**src/rtl/clk_ctl_pkg.sv**
```systemverilog
package clk_ctl_pkg;

  // Strobes issued by the control half to the datapath half.
  typedef struct packed {
    logic prescReload;  // register written this cycle: reload prescaler
    logic divApply;     // oscillator counter wraps this cycle: adopt new divide code
  } ctlStrobes_t;

endpackage

```
**src/rtl/clk_ctl_ctrl.sv**
```systemverilog
module clk_ctl_ctrl
  import clk_ctl_pkg::*;
#(
  parameter int OSC_W = 7,
  parameter int DIV_W = 3,
  parameter int PSC_W = 4
) (
  input  logic                         clk,
  input  logic                         rstN,
  input  logic                         wrEn,
  input  logic [PSC_W+DIV_W:0]         wrData,
  output logic [PSC_W+DIV_W:0]         ctrlReg,
  output logic [OSC_W-1:0]             oscCnt,
  output logic [PSC_W-1:0]             loadPresc,
  output ctlStrobes_t                  strobes
);

  localparam int REG_W    = PSC_W + DIV_W + 1;
  localparam int PSC_LSB  = DIV_W + 1;
  localparam int NUM_CODE = 1 << DIV_W;

  // Every divide ratio must fit in one wrap of the oscillator counter.
  initial begin
    if (OSC_W < NUM_CODE - 1)
      $error("OSC_W too narrow for the largest divide code");
  end

  // Control register.
  always_ff @(posedge clk) begin
    if (!rstN)      ctrlReg <= '0;
    else if (wrEn)  ctrlReg <= wrData;
  end

  // Free-running oscillator counter; its wrap is the only safe point for divider changes.
  always_ff @(posedge clk) begin
    if (!rstN) oscCnt <= '0;
    else       oscCnt <= oscCnt + 1'b1;
  end

  assign loadPresc           = wrData[REG_W-1:PSC_LSB];
  assign strobes.prescReload = wrEn;
  assign strobes.divApply    = (oscCnt == {OSC_W{1'b1}});


  osc_step_chk: assert property (@(posedge clk) disable iff (!rstN)
    rstN && $past(rstN) |-> oscCnt == OSC_W'($past(oscCnt) + 1'b1));


  reg_hold_chk: assert property (@(posedge clk) disable iff (!rstN)
    !wrEn |=> $stable(ctrlReg));

endmodule

```
**src/rtl/clk_ctl_dp.sv**
```systemverilog
module clk_ctl_dp
  import clk_ctl_pkg::*;
#(
  parameter int OSC_W = 7,
  parameter int DIV_W = 3,
  parameter int PSC_W = 4
) (
  input  logic              clk,
  input  logic              rstN,
  input  ctlStrobes_t       strobes,
  input  logic [OSC_W-1:0]  oscCnt,
  input  logic [DIV_W-1:0]  divField,
  input  logic [PSC_W-1:0]  prescField,
  input  logic [PSC_W-1:0]  loadPresc,
  input  logic              outEnable,
  output logic              sysClkEn,
  output logic              timerTick,
  output logic              clkOut
);

  localparam int NUM_CODE = 1 << DIV_W;

  logic [DIV_W-1:0]    activeDiv;
  logic [NUM_CODE-1:0] candEn;
  logic [PSC_W-1:0]    prescCnt;
  logic                clkOutQ;

  // Applied divide code: only refreshed on the counter wrap.
  always_ff @(posedge clk) begin
    if (!rstN)                 activeDiv <= '0;
    else if (strobes.divApply) activeDiv <= divField;
  end

  // One enable candidate per divide code: low k bits of the counter all zero.
  for (genvar k = 0; k < NUM_CODE; k++) begin : g_cand
    localparam logic [OSC_W-1:0] LOW_MASK = (OSC_W'(1) << k) - OSC_W'(1);
    assign candEn[k] = ((oscCnt & LOW_MASK) == '0);
  end

  assign sysClkEn = candEn[activeDiv];

  // Timer prescaler: reloading down counter advanced by the system enable.
  always_ff @(posedge clk) begin
    if (!rstN)                    prescCnt <= '0;
    else if (strobes.prescReload) prescCnt <= loadPresc;
    else if (sysClkEn) begin
      if (prescCnt == '0)         prescCnt <= prescField;
      else                        prescCnt <= prescCnt - 1'b1;
    end
  end

  assign timerTick = sysClkEn && (prescCnt == '0);

  // Clock output: toggles on each system enable, forced low when disabled.
  always_ff @(posedge clk) begin
    if (!rstN)          clkOutQ <= 1'b0;
    else if (!outEnable) clkOutQ <= 1'b0;
    else if (sysClkEn)  clkOutQ <= ~clkOutQ;
  end

  assign clkOut = clkOutQ;


  div_apply_chk: assert property (@(posedge clk) disable iff (!rstN)
    rstN && $past(rstN) && (activeDiv != $past(activeDiv)) |-> $past(oscCnt) == {OSC_W{1'b1}});


  tick_in_en_chk: assert property (@(posedge clk) disable iff (!rstN)
    timerTick |-> sysClkEn);


  presc_range_chk: assert property (@(posedge clk) disable iff (!rstN)
    prescCnt <= prescField);


  clkout_toggle_chk: assert property (@(posedge clk) disable iff (!rstN)
    outEnable && sysClkEn |=> clkOut != $past(clkOut));


  clkout_low_chk: assert property (@(posedge clk) disable iff (!rstN)
    !outEnable |=> !clkOut);

endmodule

```
**src/rtl/clk_ctl_top.sv**
```systemverilog
module clk_ctl_top
  import clk_ctl_pkg::*;
#(
  parameter int OSC_W = 7,
  parameter int DIV_W = 3,
  parameter int PSC_W = 4
) (
  input  logic                      clk,
  input  logic                      rstN,
  input  logic                      wrEn,
  input  logic [PSC_W+DIV_W:0]      wrData,
  output logic [PSC_W+DIV_W:0]      rdData,
  output logic                      sysClkEn,
  output logic                      timerTick,
  output logic                      clkOut
);

  localparam int REG_W   = PSC_W + DIV_W + 1;
  localparam int PSC_LSB = DIV_W + 1;

  logic [REG_W-1:0] ctrlReg;
  logic [OSC_W-1:0] oscCnt;
  logic [PSC_W-1:0] loadPresc;
  ctlStrobes_t      strobes;

  clk_ctl_ctrl #(.OSC_W(OSC_W), .DIV_W(DIV_W), .PSC_W(PSC_W)) u_ctrl (
    .clk       (clk),
    .rstN      (rstN),
    .wrEn      (wrEn),
    .wrData    (wrData),
    .ctrlReg   (ctrlReg),
    .oscCnt    (oscCnt),
    .loadPresc (loadPresc),
    .strobes   (strobes)
  );

  clk_ctl_dp #(.OSC_W(OSC_W), .DIV_W(DIV_W), .PSC_W(PSC_W)) u_dp (
    .clk        (clk),
    .rstN       (rstN),
    .strobes    (strobes),
    .oscCnt     (oscCnt),
    .divField   (ctrlReg[DIV_W:1]),
    .prescField (ctrlReg[REG_W-1:PSC_LSB]),
    .loadPresc  (loadPresc),
    .outEnable  (ctrlReg[0]),
    .sysClkEn   (sysClkEn),
    .timerTick  (timerTick),
    .clkOut     (clkOut)
  );

  assign rdData = ctrlReg;

endmodule

```
**config.mk**
```make
export PLATFORM = sky130hd
export DESIGN_NAME = clk_ctl_top
export DESIGN_NICKNAME = d
export VERILOG_FILES = /design/src/rtl/clk_ctl_pkg.sv /design/src/rtl/clk_ctl_ctrl.sv /design/src/rtl/clk_ctl_dp.sv /design/src/rtl/clk_ctl_top.sv
export SDC_FILE = /design/constraint.sdc
export NUM_CORES = 1
export LEC_CHECK = 0
export ABC_AREA = 1
export BUFFER_PORTS_ARGS = -buffer_cell sky130_fd_sc_hd__buf_4
export CORE_MARGIN = 1
export CORE_UTILIZATION = 57
export DETAILED_ROUTE_END_ITERATION = 7
export MAX_ROUTING_LAYER = met4
export PLACE_DENSITY = 0.87
export SYNTH_ARGS = -nofsm -noshare
export SYNTH_HDL_FRONTEND = slang
export SYNTH_SLANG_ARGS = --single-unit
```
**constraint.sdc**
```tcl
create_clock -name clk -period 3.5 [get_ports clk]
set_input_delay 0.175 -clock clk [delete_from_list [all_inputs] [get_ports clk]]
set_output_delay 0.175 -clock clk [all_outputs]
set_load 0.05 [all_outputs]
```
==> results.py <==
metrics = {
    "synthesis": {
        "synthesis.area_um2": 1130,
        "synth_cells": 164,
        "ys_ff_latch": 23,
        "avgSynthCellArea_um2": 6.89,
        "yosysSeqAreaShare": 0.408,
        "ys_warn_count": 0,
        "synth_nets": 179,
        "synth_cell_types": 23,
    },
    "grt": {
        "grt.total_usage": 0.231,
        "first_global_vias": 834,
        "overflow": 0,
        "grt_max_degree": 17,
        "antenna_found_initial": 0,
        "grt_pass1_wl_um": 3460,
    },
    "worst_setup_path": {
        "path_max_fanout": 5,
        "critPathArrivalTime_ns": 1.65,
        "cp-end-kind": "output port",
        "critical_path_class": "register to output port",
        "crit_required_ns": 3.32,
        "start_kind": "register",
    },
    "floorplanning": {
        "dieArea_um2": 2160,
        "die_width_um": 46.5,
        "io_pins": 22,
        "num_rows": 15,
        "start_util": 0.634,
        "fp.dieH_um": 46.5,
        "core_um2": 1780,
    },
    "routing": {
        "wl_met2_um": 1030,
        "drc": 0,
        "wirelength_um": 2190,
        "drt-met1-wl_um": 1050,
        "routed_via_density": 5.01,
        "wl_met3_um": 103,
        "dr.pass1.iters": 4,
        "vias": 1053,
        "highest_layer": "met4",
        "routedWlPerCell_um": 10.4,
        "detail-route-antenna-nets": 0,
        "first_iter_violations": 22,
    },
    "clock_network": {
        "htree_levels": 1,
        "cts_tree": "yes",
        "cts_buffers": 3,
        "cts_setup_buffers": 0,
        "clk_latency_ns": 0.30,
        "cts_root_buffer": "clkbuf_4",
        "clkSinkCount": 23,
        "clkTransAtPathRegs_ns": 0.12,
        "cts-resized-gates": 0,
        "clock_path_buffers": 2,
        "hold_buffers": 0,
    },
    "place": {
        "gp_congestion": 0.787,
        "dp_slack_ns": 2.01,
        "io_buffers": 21,
        "hpwl_um": 1710,
    },
    "pwr": {
        "leakagePower_nw": 0.622,
        "p_switching_uw": 158,
        "power_switching_share": 0.306,
        "combPwrFrac": 0.217,
        "pwr-share-seq": 0.554,
        "power_density_nw_per_um2": 390,
        "vdd_drop_max_uv": 452,
        "power.internal_uw": 359,
        "pwr-share-clk": 0.229,
    },
    "sta": {
        "final.setup_skew_ns": 0.00695,
        "slew_headroom": 0.807,
        "setup_ws_ns": 1.68,
        "hold_viol": 0,
        "worst_pin_slew_ns": 0.289,
        "rsz0062_at_grt": "no",
        "report.final.slew_viol_count": 0,
        "tns_ns": 0,
        "timing.fmax_mhz": 549,
        "period_needed_ns": 1.82,
        "finalSetupViolCount": 0,
        "final.period_utilization": 0.520,
    },
    "run": {
        "cap_violations": 0,
    },
    "status": {
        "status": "completed",
    },
    "cells_and_area": {
        "drive_gt1_frac": 0.189,
        "diodes": 0,
        "nets": 201,
        "final_common_cell": "nand2_1",
        "area_delta_synth_final_pct": 17.2,
        "layout_common_cells": "nand2_1, dfxtp_1, nor2_1, buf_4, inv_1",
        "n_fill_cell": 145,
    },
    "hold_path": {
        "min_path_type": "input port to register",
    },
}
[layer usage]
layer,global-route usage,up-vias
met1,0.308,461
li1,-,563
met5,-,-
met4,0.0647,0
met3,0.0314,2
met2,0.361,27
[path summary, 6_finish.rpt]
| kind | start | slack [ns] | depth (start not counted) | to |
|---|---|---|---|---|
| worst max-delay path | u_ctrl.oscCnt[0] | 1.68 | 7 | timerTick |
| worst min-delay path | wrData[0] | 0.09 | 3 | u_ctrl.ctrlReg[0] |
| worst max register to register | u_ctrl.oscCnt[0] | 2.08 | 10 | u_dp.prescCnt[0] |
| worst min register to register | u_ctrl.ctrlReg[0] | 0.48 | 2 | u_dp.clkOut |
[cells in the mapped netlist]
library cell / count / area share
o21ai_1: 4 / 0.018
inv_2: 4 / 0.013
o21ai_0: 10 / 0.044
nand2_2: 1 / 0.0055
a21oi_1: 11 / 0.049
nor2_1: 21 / 0.070
dfxtp_1: 23 / 0.41
nand4_1: 3 / 0.017
nor2_2: 3 / 0.017
inv_1: 19 / 0.063
nor4_1: 1 / 0.0055
nand2_4: 1 / 0.010
buf_2: 2 / 0.0089
nand3_1: 10 / 0.044
nand3_2: 1 / 0.0089
nand2_1: 38 / 0.13
nand3_4: 1 / 0.016
clkbuf_1: 1 / 0.0033
nor3_1: 2 / 0.0089
clkinv_1: 2 / 0.0066
buf_4: 1 / 0.0066
ha_1: 4 / 0.044
xnor2_1: 1 / 0.0078
[kinds of logic after synthesis]
group | share of synthesized area
DFF | 0.408
adders and majority gates | 0.0443
AOI/OAI and AO/OA | 0.111
and+or+nand+nor | 0.328
xor gates and xnor gates | 0.00775
buffers and inverters | 0.102
[registers in the layout, indices dropped and copies added (netlist names)]
register	cells
u_ctrl.ctrlReg	8
u_dp.clkOut	1
u_ctrl.oscCnt	7
u_dp.activeDiv	3
u_dp.prescCnt	4
[final cells by class]
class                      instances  area (um2)  area share
sequential                        23         460       0.348
timing repair buffer              21         158       0.119
inverter                          25        93.8      0.0709
tap                               25        31.3      0.0236
multi-input combinational        112         554       0.419
clock buffer                       4        26.3      0.0198
[critical path, cell delays in order (launching register included)]
cell     delay (ns)
dfxtp_1        0.37
inv_1          0.09
ha_1           0.15
nand2_1        0.06
nor2_2         0.11
nand3_2        0.15
a21oi_1        0.18
buf_4          0.22
[power by group through the flow]
stage	Clock, mW	Combinational, mW	Sequential (mW)
3_5_place_dp	0	0.112	0.292
4_1_cts	0.122	0.113	0.286
3_3_place_gp	0	0.110	0.291
6_report	0.118	0.112	0.286
5_1_grt	0.133	0.125	0.289
2_1_floorplan	0	0.0632	0.309
[per-stage QoR]
stage                     std cells  cell area (um2)  utilization  power [mW]  hold WS [ns]
after floorplan                 164             1130            -       0.372         0.310
after global placement          206             1300        0.728       0.401         0.396
after detailed placement        206             1300        0.728       0.405         0.409
after CTS                       210             1320        0.742       0.521        0.0938
after global routing            210             1320        0.742       0.546        0.0945
final                           210             1320        0.742       0.517        0.0945
Note: power is estimated with default switching activity, not from simulation.
